--- src/rtl/wbuf_pkg.sv ---
`timescale 1ns/1ps
package wbuf_pkg;
    typedef enum logic [1:0] {
        PS_IDLE  = 2'd0,
        PS_READ  = 2'd1,
        PS_WRITE = 2'd2
    } port_state_e;
endpackage

--- src/rtl/wbuf_lookup.sv ---
`timescale 1ns/1ps
// Finds the youngest occupied entry whose block tag equals the query.
module wbuf_lookup #(
    parameter int ENTRIES = 4,
    parameter int TAG_W   = 28,
    localparam int PTR_W  = $clog2(ENTRIES)
) (
    input  logic [PTR_W-1:0]         head,
    input  logic [ENTRIES-1:0]       occ,
    input  logic [ENTRIES*TAG_W-1:0] tags,
    input  logic [TAG_W-1:0]         query,
    output logic                     found,
    output logic [PTR_W-1:0]         newest
);
    logic [ENTRIES-1:0] match;

    genvar g;
    generate
        for (g = 0; g < ENTRIES; g++) begin : g_cmp
            assign match[g] = occ[g] && (tags[g*TAG_W +: TAG_W] == query);
        end
    endgenerate

    // walk from oldest to youngest; the last match wins
    always_comb begin
        logic [PTR_W-1:0] idx;
        found  = |match;
        newest = head;
        for (int k = 0; k < ENTRIES; k++) begin
            idx = head + PTR_W'(k);
            if (match[idx]) newest = idx;
        end
    end
endmodule

--- src/rtl/wbuf_port_fsm.sv ---
`timescale 1ns/1ps
// Arbitrates the single memory port between read misses and block drains.
module wbuf_port_fsm
    import wbuf_pkg::*;
(
    input  logic clk,
    input  logic rst_n,
    input  logic rd_miss,
    input  logic pending,
    input  logic mem_gnt,
    output logic mem_req,
    output logic mem_we,
    output logic drain_lock,
    output logic drain_done,
    output logic rd_mem_done
);
    port_state_e state_q, state_d;

    always_ff @(posedge clk or negedge rst_n) begin
        if (!rst_n) state_q <= PS_IDLE;
        else        state_q <= state_d;
    end

    always_comb begin
        state_d = state_q;
        unique case (state_q)
            PS_IDLE: begin
                if (rd_miss)      state_d = PS_READ;
                else if (pending) state_d = PS_WRITE;
            end
            PS_READ:  if (mem_gnt) state_d = PS_IDLE;
            PS_WRITE: if (mem_gnt) state_d = PS_IDLE;
            default:  state_d = PS_IDLE;
        endcase
    end

    always_comb begin
        mem_req     = 1'b0;
        mem_we      = 1'b0;
        drain_lock  = 1'b0;
        drain_done  = 1'b0;
        rd_mem_done = 1'b0;
        unique case (state_q)
            PS_IDLE: ;
            PS_READ: begin
                mem_req     = 1'b1;
                rd_mem_done = mem_gnt;
            end
            PS_WRITE: begin
                mem_req    = 1'b1;
                mem_we     = 1'b1;
                drain_lock = 1'b1;
                drain_done = mem_gnt;
            end
            default: ;
        endcase
    end


    req_hold_chk: assert property (@(posedge clk) disable iff (!rst_n)
        (mem_req && !mem_gnt) |=> (mem_req && (mem_we == $past(mem_we))));
endmodule

--- src/rtl/store_merge_buffer.sv ---
`timescale 1ns/1ps
module store_merge_buffer #(
    parameter int ADDR_W  = 32,
    parameter int WORD_W  = 32,
    parameter int WORDS   = 4,
    parameter int ENTRIES = 4,
    localparam int BYTES_W    = WORD_W / 8,
    localparam int BSEL_W     = $clog2(BYTES_W),
    localparam int WSEL_W     = $clog2(WORDS),
    localparam int OFF_W      = BSEL_W + WSEL_W,
    localparam int WA_W       = ADDR_W - BSEL_W,
    localparam int LINE_W     = WORDS * WORD_W,
    localparam int LINE_BYTES = WORDS * BYTES_W
) (
    input  logic                  clk,
    input  logic                  rst_n,
    input  logic                  st_valid,
    input  logic [WA_W-1:0]       st_waddr,
    input  logic [WORD_W-1:0]     st_data,
    input  logic [BYTES_W-1:0]    st_be,
    output logic                  st_stall,
    input  logic                  rd_valid,
    input  logic [WA_W-1:0]       rd_waddr,
    input  logic [BYTES_W-1:0]    rd_be,
    output logic                  rd_fwd,
    output logic                  rd_conflict,
    output logic [WORD_W-1:0]     rd_data,
    output logic                  rd_ack,
    output logic                  mem_req,
    output logic                  mem_we,
    output logic [ADDR_W-1:0]     mem_addr,
    output logic [LINE_W-1:0]     mem_wdata,
    output logic [LINE_BYTES-1:0] mem_wbe,
    input  logic                  mem_gnt
);
    localparam int TAG_W = ADDR_W - OFF_W;
    localparam int PTR_W = $clog2(ENTRIES);
    localparam int CNT_W = $clog2(ENTRIES + 1);
    localparam logic [CNT_W-1:0] FULL_CNT = CNT_W'(ENTRIES);

    // entry storage, kept as a circular queue
    logic [TAG_W-1:0]      tag_q  [ENTRIES];
    logic [LINE_W-1:0]     line_q [ENTRIES];
    logic [LINE_BYTES-1:0] mask_q [ENTRIES];
    logic [PTR_W-1:0]      head_q, tail_q;
    logic [CNT_W-1:0]      count_q;

    logic [ENTRIES-1:0]       occ;
    logic [ENTRIES*TAG_W-1:0] tags_flat;
    logic [PTR_W-1:0]         age [ENTRIES];

    genvar g;
    generate
        for (g = 0; g < ENTRIES; g++) begin : g_ent
            assign age[g] = PTR_W'(g) - head_q;
            assign occ[g] = CNT_W'(age[g]) < count_q;
            assign tags_flat[g*TAG_W +: TAG_W] = tag_q[g];
        end
    endgenerate

    // port control
    logic drain_lock, drain_done, rd_mem_done, rd_miss;

    // store side
    logic [TAG_W-1:0]      st_tag;
    logic [WSEL_W-1:0]     st_wsel;
    logic                  st_found, st_merge, st_take, st_alloc;
    logic [PTR_W-1:0]      st_newest, st_idx;
    logic [LINE_BYTES-1:0] st_lanes;
    logic [LINE_W-1:0]     st_line;

    assign st_tag  = st_waddr[WA_W-1:WSEL_W];
    assign st_wsel = st_waddr[WSEL_W-1:0];

    wbuf_lookup #(.ENTRIES(ENTRIES), .TAG_W(TAG_W)) u_st_look (
        .head(head_q), .occ(occ), .tags(tags_flat), .query(st_tag),
        .found(st_found), .newest(st_newest)
    );

    always_comb begin
        st_merge = st_found && !(drain_lock && (st_newest == head_q));
        st_stall = st_valid && !st_merge && (count_q == FULL_CNT);
        st_take  = st_valid && !st_stall;
        st_alloc = st_take && !st_merge;
        st_idx   = st_merge ? st_newest : tail_q;
        st_lanes = LINE_BYTES'(st_be) << (st_wsel * BYTES_W);
        st_line  = {WORDS{st_data}};
    end

    // read side
    logic [TAG_W-1:0]      rd_tag;
    logic [WSEL_W-1:0]     rd_wsel;
    logic                  rd_found, rd_cover;
    logic [PTR_W-1:0]      rd_newest;
    logic [LINE_BYTES-1:0] rd_need;

    assign rd_tag  = rd_waddr[WA_W-1:WSEL_W];
    assign rd_wsel = rd_waddr[WSEL_W-1:0];

    wbuf_lookup #(.ENTRIES(ENTRIES), .TAG_W(TAG_W)) u_rd_look (
        .head(head_q), .occ(occ), .tags(tags_flat), .query(rd_tag),
        .found(rd_found), .newest(rd_newest)
    );

    always_comb begin
        rd_need     = LINE_BYTES'(rd_be) << (rd_wsel * BYTES_W);
        rd_cover    = (mask_q[rd_newest] & rd_need) == rd_need;
        rd_fwd      = rd_valid && rd_found && rd_cover;
        rd_conflict = rd_valid && rd_found && !rd_cover;
        rd_miss     = rd_valid && !rd_found;
        rd_data     = line_q[rd_newest][rd_wsel*WORD_W +: WORD_W];
        rd_ack      = rd_fwd || rd_mem_done;
    end

    wbuf_port_fsm u_port (
        .clk(clk), .rst_n(rst_n), .rd_miss(rd_miss), .pending(count_q != '0),
        .mem_gnt(mem_gnt), .mem_req(mem_req), .mem_we(mem_we),
        .drain_lock(drain_lock), .drain_done(drain_done), .rd_mem_done(rd_mem_done)
    );

    always_comb begin
        mem_addr  = mem_we ? {tag_q[head_q], OFF_W'(0)} : {rd_tag, OFF_W'(0)};
        mem_wdata = line_q[head_q];
        mem_wbe   = mask_q[head_q];
    end

    // queue update
    always_ff @(posedge clk or negedge rst_n) begin
        if (!rst_n) begin
            head_q  <= '0;
            tail_q  <= '0;
            count_q <= '0;
            for (int e = 0; e < ENTRIES; e++) begin
                tag_q[e]  <= '0;
                line_q[e] <= '0;
                mask_q[e] <= '0;
            end
        end else begin
            if (st_take) begin
                for (int j = 0; j < LINE_BYTES; j++) begin
                    if (st_lanes[j])   line_q[st_idx][8*j +: 8] <= st_line[8*j +: 8];
                    else if (st_alloc) line_q[st_idx][8*j +: 8] <= 8'h00;
                end
                mask_q[st_idx] <= st_alloc ? st_lanes : (mask_q[st_idx] | st_lanes);
            end
            if (st_alloc) begin
                tag_q[tail_q] <= st_tag;
                tail_q        <= tail_q + PTR_W'(1);
            end
            if (drain_done) head_q <= head_q + PTR_W'(1);
            unique case ({st_alloc, drain_done})
                2'b10:   count_q <= count_q + CNT_W'(1);
                2'b01:   count_q <= count_q - CNT_W'(1);
                default: count_q <= count_q;
            endcase
        end
    end


    no_overflow_chk: assert property (@(posedge clk) disable iff (!rst_n)
        count_q <= FULL_CNT);

    line_stable_chk: assert property (@(posedge clk) disable iff (!rst_n)
        (mem_req && mem_we && !mem_gnt) |=>
        ($stable(mem_addr) && $stable(mem_wdata) && $stable(mem_wbe)));

    wbe_nonzero_chk: assert property (@(posedge clk) disable iff (!rst_n)
        (mem_req && mem_we) |-> (mem_wbe != '0));

    fwd_no_memread_chk: assert property (@(posedge clk) disable iff (!rst_n)
        rd_fwd |-> !(mem_req && !mem_we));

    conflict_hold_chk: assert property (@(posedge clk) disable iff (!rst_n)
        rd_conflict |-> !(mem_req && !mem_we));
endmodule

--- config.mk ---
export PLATFORM = sky130hd
export DESIGN_NAME = store_merge_buffer
export DESIGN_NICKNAME = d
export VERILOG_FILES = /design/src/rtl/wbuf_pkg.sv /design/src/rtl/wbuf_lookup.sv /design/src/rtl/wbuf_port_fsm.sv /design/src/rtl/store_merge_buffer.sv
export SDC_FILE = /design/constraint.sdc
export NUM_CORES = 2
export LEC_CHECK = 0
export BUFFER_PORTS_ARGS = -buffer_cell sky130_fd_sc_hd__buf_2
export CAP_MARGIN = 30
export CORE_UTILIZATION = 40
export DETAILED_ROUTE_END_ITERATION = 6
export SYNTH_ARGS = -nofsm -noshare
export SYNTH_HDL_FRONTEND = slang
export SYNTH_SLANG_ARGS = --single-unit
--- constraint.sdc ---
create_clock -name clk -period 17.28 [get_ports clk]
set_input_delay 3.456 -clock clk [delete_from_list [all_inputs] [get_ports clk]]
set_output_delay 3.456 -clock clk [all_outputs]
set_load 0.01 [all_outputs]
==> impl_metrics.csv <==
group,metric,value,unit
status,outcome,"finished, violations left",
status,violations,"DRC",
floorplanning,start_util,0.405,
placement,io_buffers,314,
logic_synthesis,netlist_top_cells_area,"dfrtp_1, mux4_2, a22o_1, mux2i_1, mux2_2",
placement,post-dp-hpwl,87.9,mm
clocking,cts_tree,"built",
logic_synthesis,yosys.area.top_type_share,0.444,
timing,layout_setup_ws,5.05,ns
layout,final_area,44700,µm²
logic_synthesis,yosysSeqAreaShare,0.444,
clocking,insertion_delay,0.67,ns
timing,whs,0.518,ns
layout,final_cell_mix,"dfrtp_1, a22o_1, mux2i_1",
logic_synthesis,synth-edff-count,0,
placement,globalplace.congestion,0.915,
setup_path,start_kind,"primary input",
global_routing,grt_pass1_wl,197,mm
setup_path,reg2reg_slack,11.32,ns
setup_path,crit_path_end_kind,"output port",
power,vdd_drop_max,0.160,mV
clocking,cts_hold_buf,0,
timing,hold_viol_final,0,
timing,fin_crit_sh,0.708,
timing,grt_setup_unrepaired,"no",
logic_synthesis,synthesis.area,39300,µm²
global_routing,grt_overflow,0,
floorplanning,ios,319,
global_routing,antenna_found_initial,16,
setup_path,required,13.82,ns
setup_path,reg2reg_depth,17,
global_routing,met3_usage,0.0502,
route,dr.pass1.iters,7,
flow_run,maxCapViolations,0,
logic_synthesis,ys_types,75,
global_routing,grtUsageTotal,0.264,
clocking,cts_buffers,82,
setup_path,r2r-start,"head_q[1]",
clocking,cts_max_path_buffers,3,
route,drt-total-wl,133,mm
timing,skew,0.0378,ns
global_routing,grt_start_max_net_pins,165,
logic_synthesis,synthCells,3068,
setup_path,crit_end,"rd_ack",
placement,preCtsSetupSlack,5.16,ns
layout,final_common_cell,"dfrtp_1",
power,p_leak,20.0,nW
clocking,cts_resized,0,
layout,drive_above_1_share,0.294,
clocking,postCtsSetupBuffers,0,
setup_path,critPathMaxFanout,129,
logic_synthesis,ys_seq_elements,697,
clocking,cts_max_level,3,
layout,fill_cells,8795,
placement,place_area,41900,µm²
route,via_per_inst,6.39,
clocking,clk_pin_slew_worst_paths,0.06,ns
route,wl_per_cell,29.0,µm
global_routing,grtUsageMet2,0.401,
logic_synthesis,synth_top_cell_by_area,"dfrtp_1",
floorplanning,core-area,97000,µm²
power,total_power,9.36,mW
power,power_density,209,nW/µm²
setup_path,cp-startpoint,"rd_waddr[13]",
min_path,hold_class,"reg -> reg",
route,drcViolationCount,29,
setup_path,crit_arrival,8.77,ns
layout,syn_to_final_growth,13.8,%
timing,setup_tns,0,ns
layout,multi_input_area,20700,µm²
floorplanning,row_count,114,
setup_path,worstSetupPathType,"in -> out",
clocking,cts.sinks,697,
timing,relSlewSlack,0.233,
logic_synthesis,syn_area_per_cell,12.8,µm²
floorplanning,die_area,99600,µm²
route,drt_iter0_markers,3090,
timing,finalMaxSlewViolations,0,
floorplanning,dieWidth,316,µm
global_routing,grt.busiest_layer,"met2",
global_routing,first_global_vias,28600,
floorplanning,die_h,316,µm
logic_synthesis,async_flop_share,1.00,
logic_synthesis,yosys_warnings,0,
clocking,cts-root-buf,"clkbuf_16",
route,dr_total_vias,29300,
layout,nets,3352,
timing,fin_crit,12.23,ns
setup_path,r2r_end,"line_q[62]",
timing,max_freq,0.0818,GHz
route,postRouteAntennaNets,0,
timing,setup_viol,0,
global_routing,met1_usage,0.386,
logic_synthesis,ys.flop_type,"dfrtp_1",
timing,tightest_slew,1.15,ns
layout,regArea,17400,µm²
==> kinds of logic after synthesis <==
family,Yosys count,synth area share
AOI/OAI and AO/OA,721,0.155
xor gates and xnor gates,230,0.0512
adders and majority gates,13,0.00433
buffers and inverters,290,0.0307
DFF,697,0.444
muxes,717,0.263
other,1,0.0000954
and+or+nand+nor,399,0.0516
==> Yosys cell counts, drive strengths merged, types with 38 or more instances <==
master	number
dfrtp	697
a22o	513
mux2i	315
mux4	236
mux2	166
clkbuf	143
nand2	138
buf	130
xnor2	124
xor2	106
nor2	91
nand4	46
a21oi	44
nor4	38
==> where the power goes <==
part           internal [mW]  switching [mW]
clock                   1.08           0.748
sequential              2.42           0.798
combinational           2.17            2.14
==> how the worst min path moves through the flow <==
stage	from	endpoint	slack (ns)	depth (start not counted)
global placement	line_q[4]	line_q[4]	0.50	1
finish	line_q[438]	line_q[438]	0.52	1
floorplan	line_q[256]	line_q[256]	0.48	1
CTS	line_q[323]	line_q[323]	0.52	1
global route	line_q[111]	line_q[111]	0.53	1
detailed placement	line_q[261]	line_q[261]	0.50	1
==> routing by layer <==
layer  vias to the layer above  wire, µm
li1                      12300         -
met3                       205     10000
met1                     15500     58500
met2                      1230     61100
met5                         -       108
met4                        18      3270
==> metrics by stage <==
step / std cells / util
2_1_floorplan: 3071 / -
3_3_place_gp: 4417 / 0.430
3_5_place_dp: 4425 / 0.432
4_1_cts: 4574 / 0.461
5_1_grt: 4577 / 0.461
6_report: 4582 / 0.461
==> registers in the layout (all words and copies together) (netlist names) <==
name,count
tail_q,2
tag_q,112
count_q,3
u_port.state_q,2
mask_q,64
line_q,512
head_q,2
==> layout make-up <==
cell class / count / share of cell area
Antenna cell: 7 / 0.000391
Clock buffer: 125 / 0.0551
Clock inverter: 24 / 0.00805
Inverter: 17 / 0.00143
Multi-Input combinational cell: 2084 / 0.464
Sequential cell: 697 / 0.390
Tap cell: 1276 / 0.0357
Timing Repair Buffer: 352 / 0.0456
==> worst max-delay path: stages <==
cell and delay (ns):
buf_2 0.15, xor2_1 0.15, nor4_1 0.48, nand4_1 0.32, nor4_2 0.93, o2bb2ai_1 0.23, or3_4 0.69, buf_12 0.57
nor2_1 0.26, a41oi_1 0.28, nor4bb_1 0.30, a22oi_1 0.28, o21ai_0 0.24, buf_2 0.16
No activity file was read; power rests on OpenSTA's default activity.
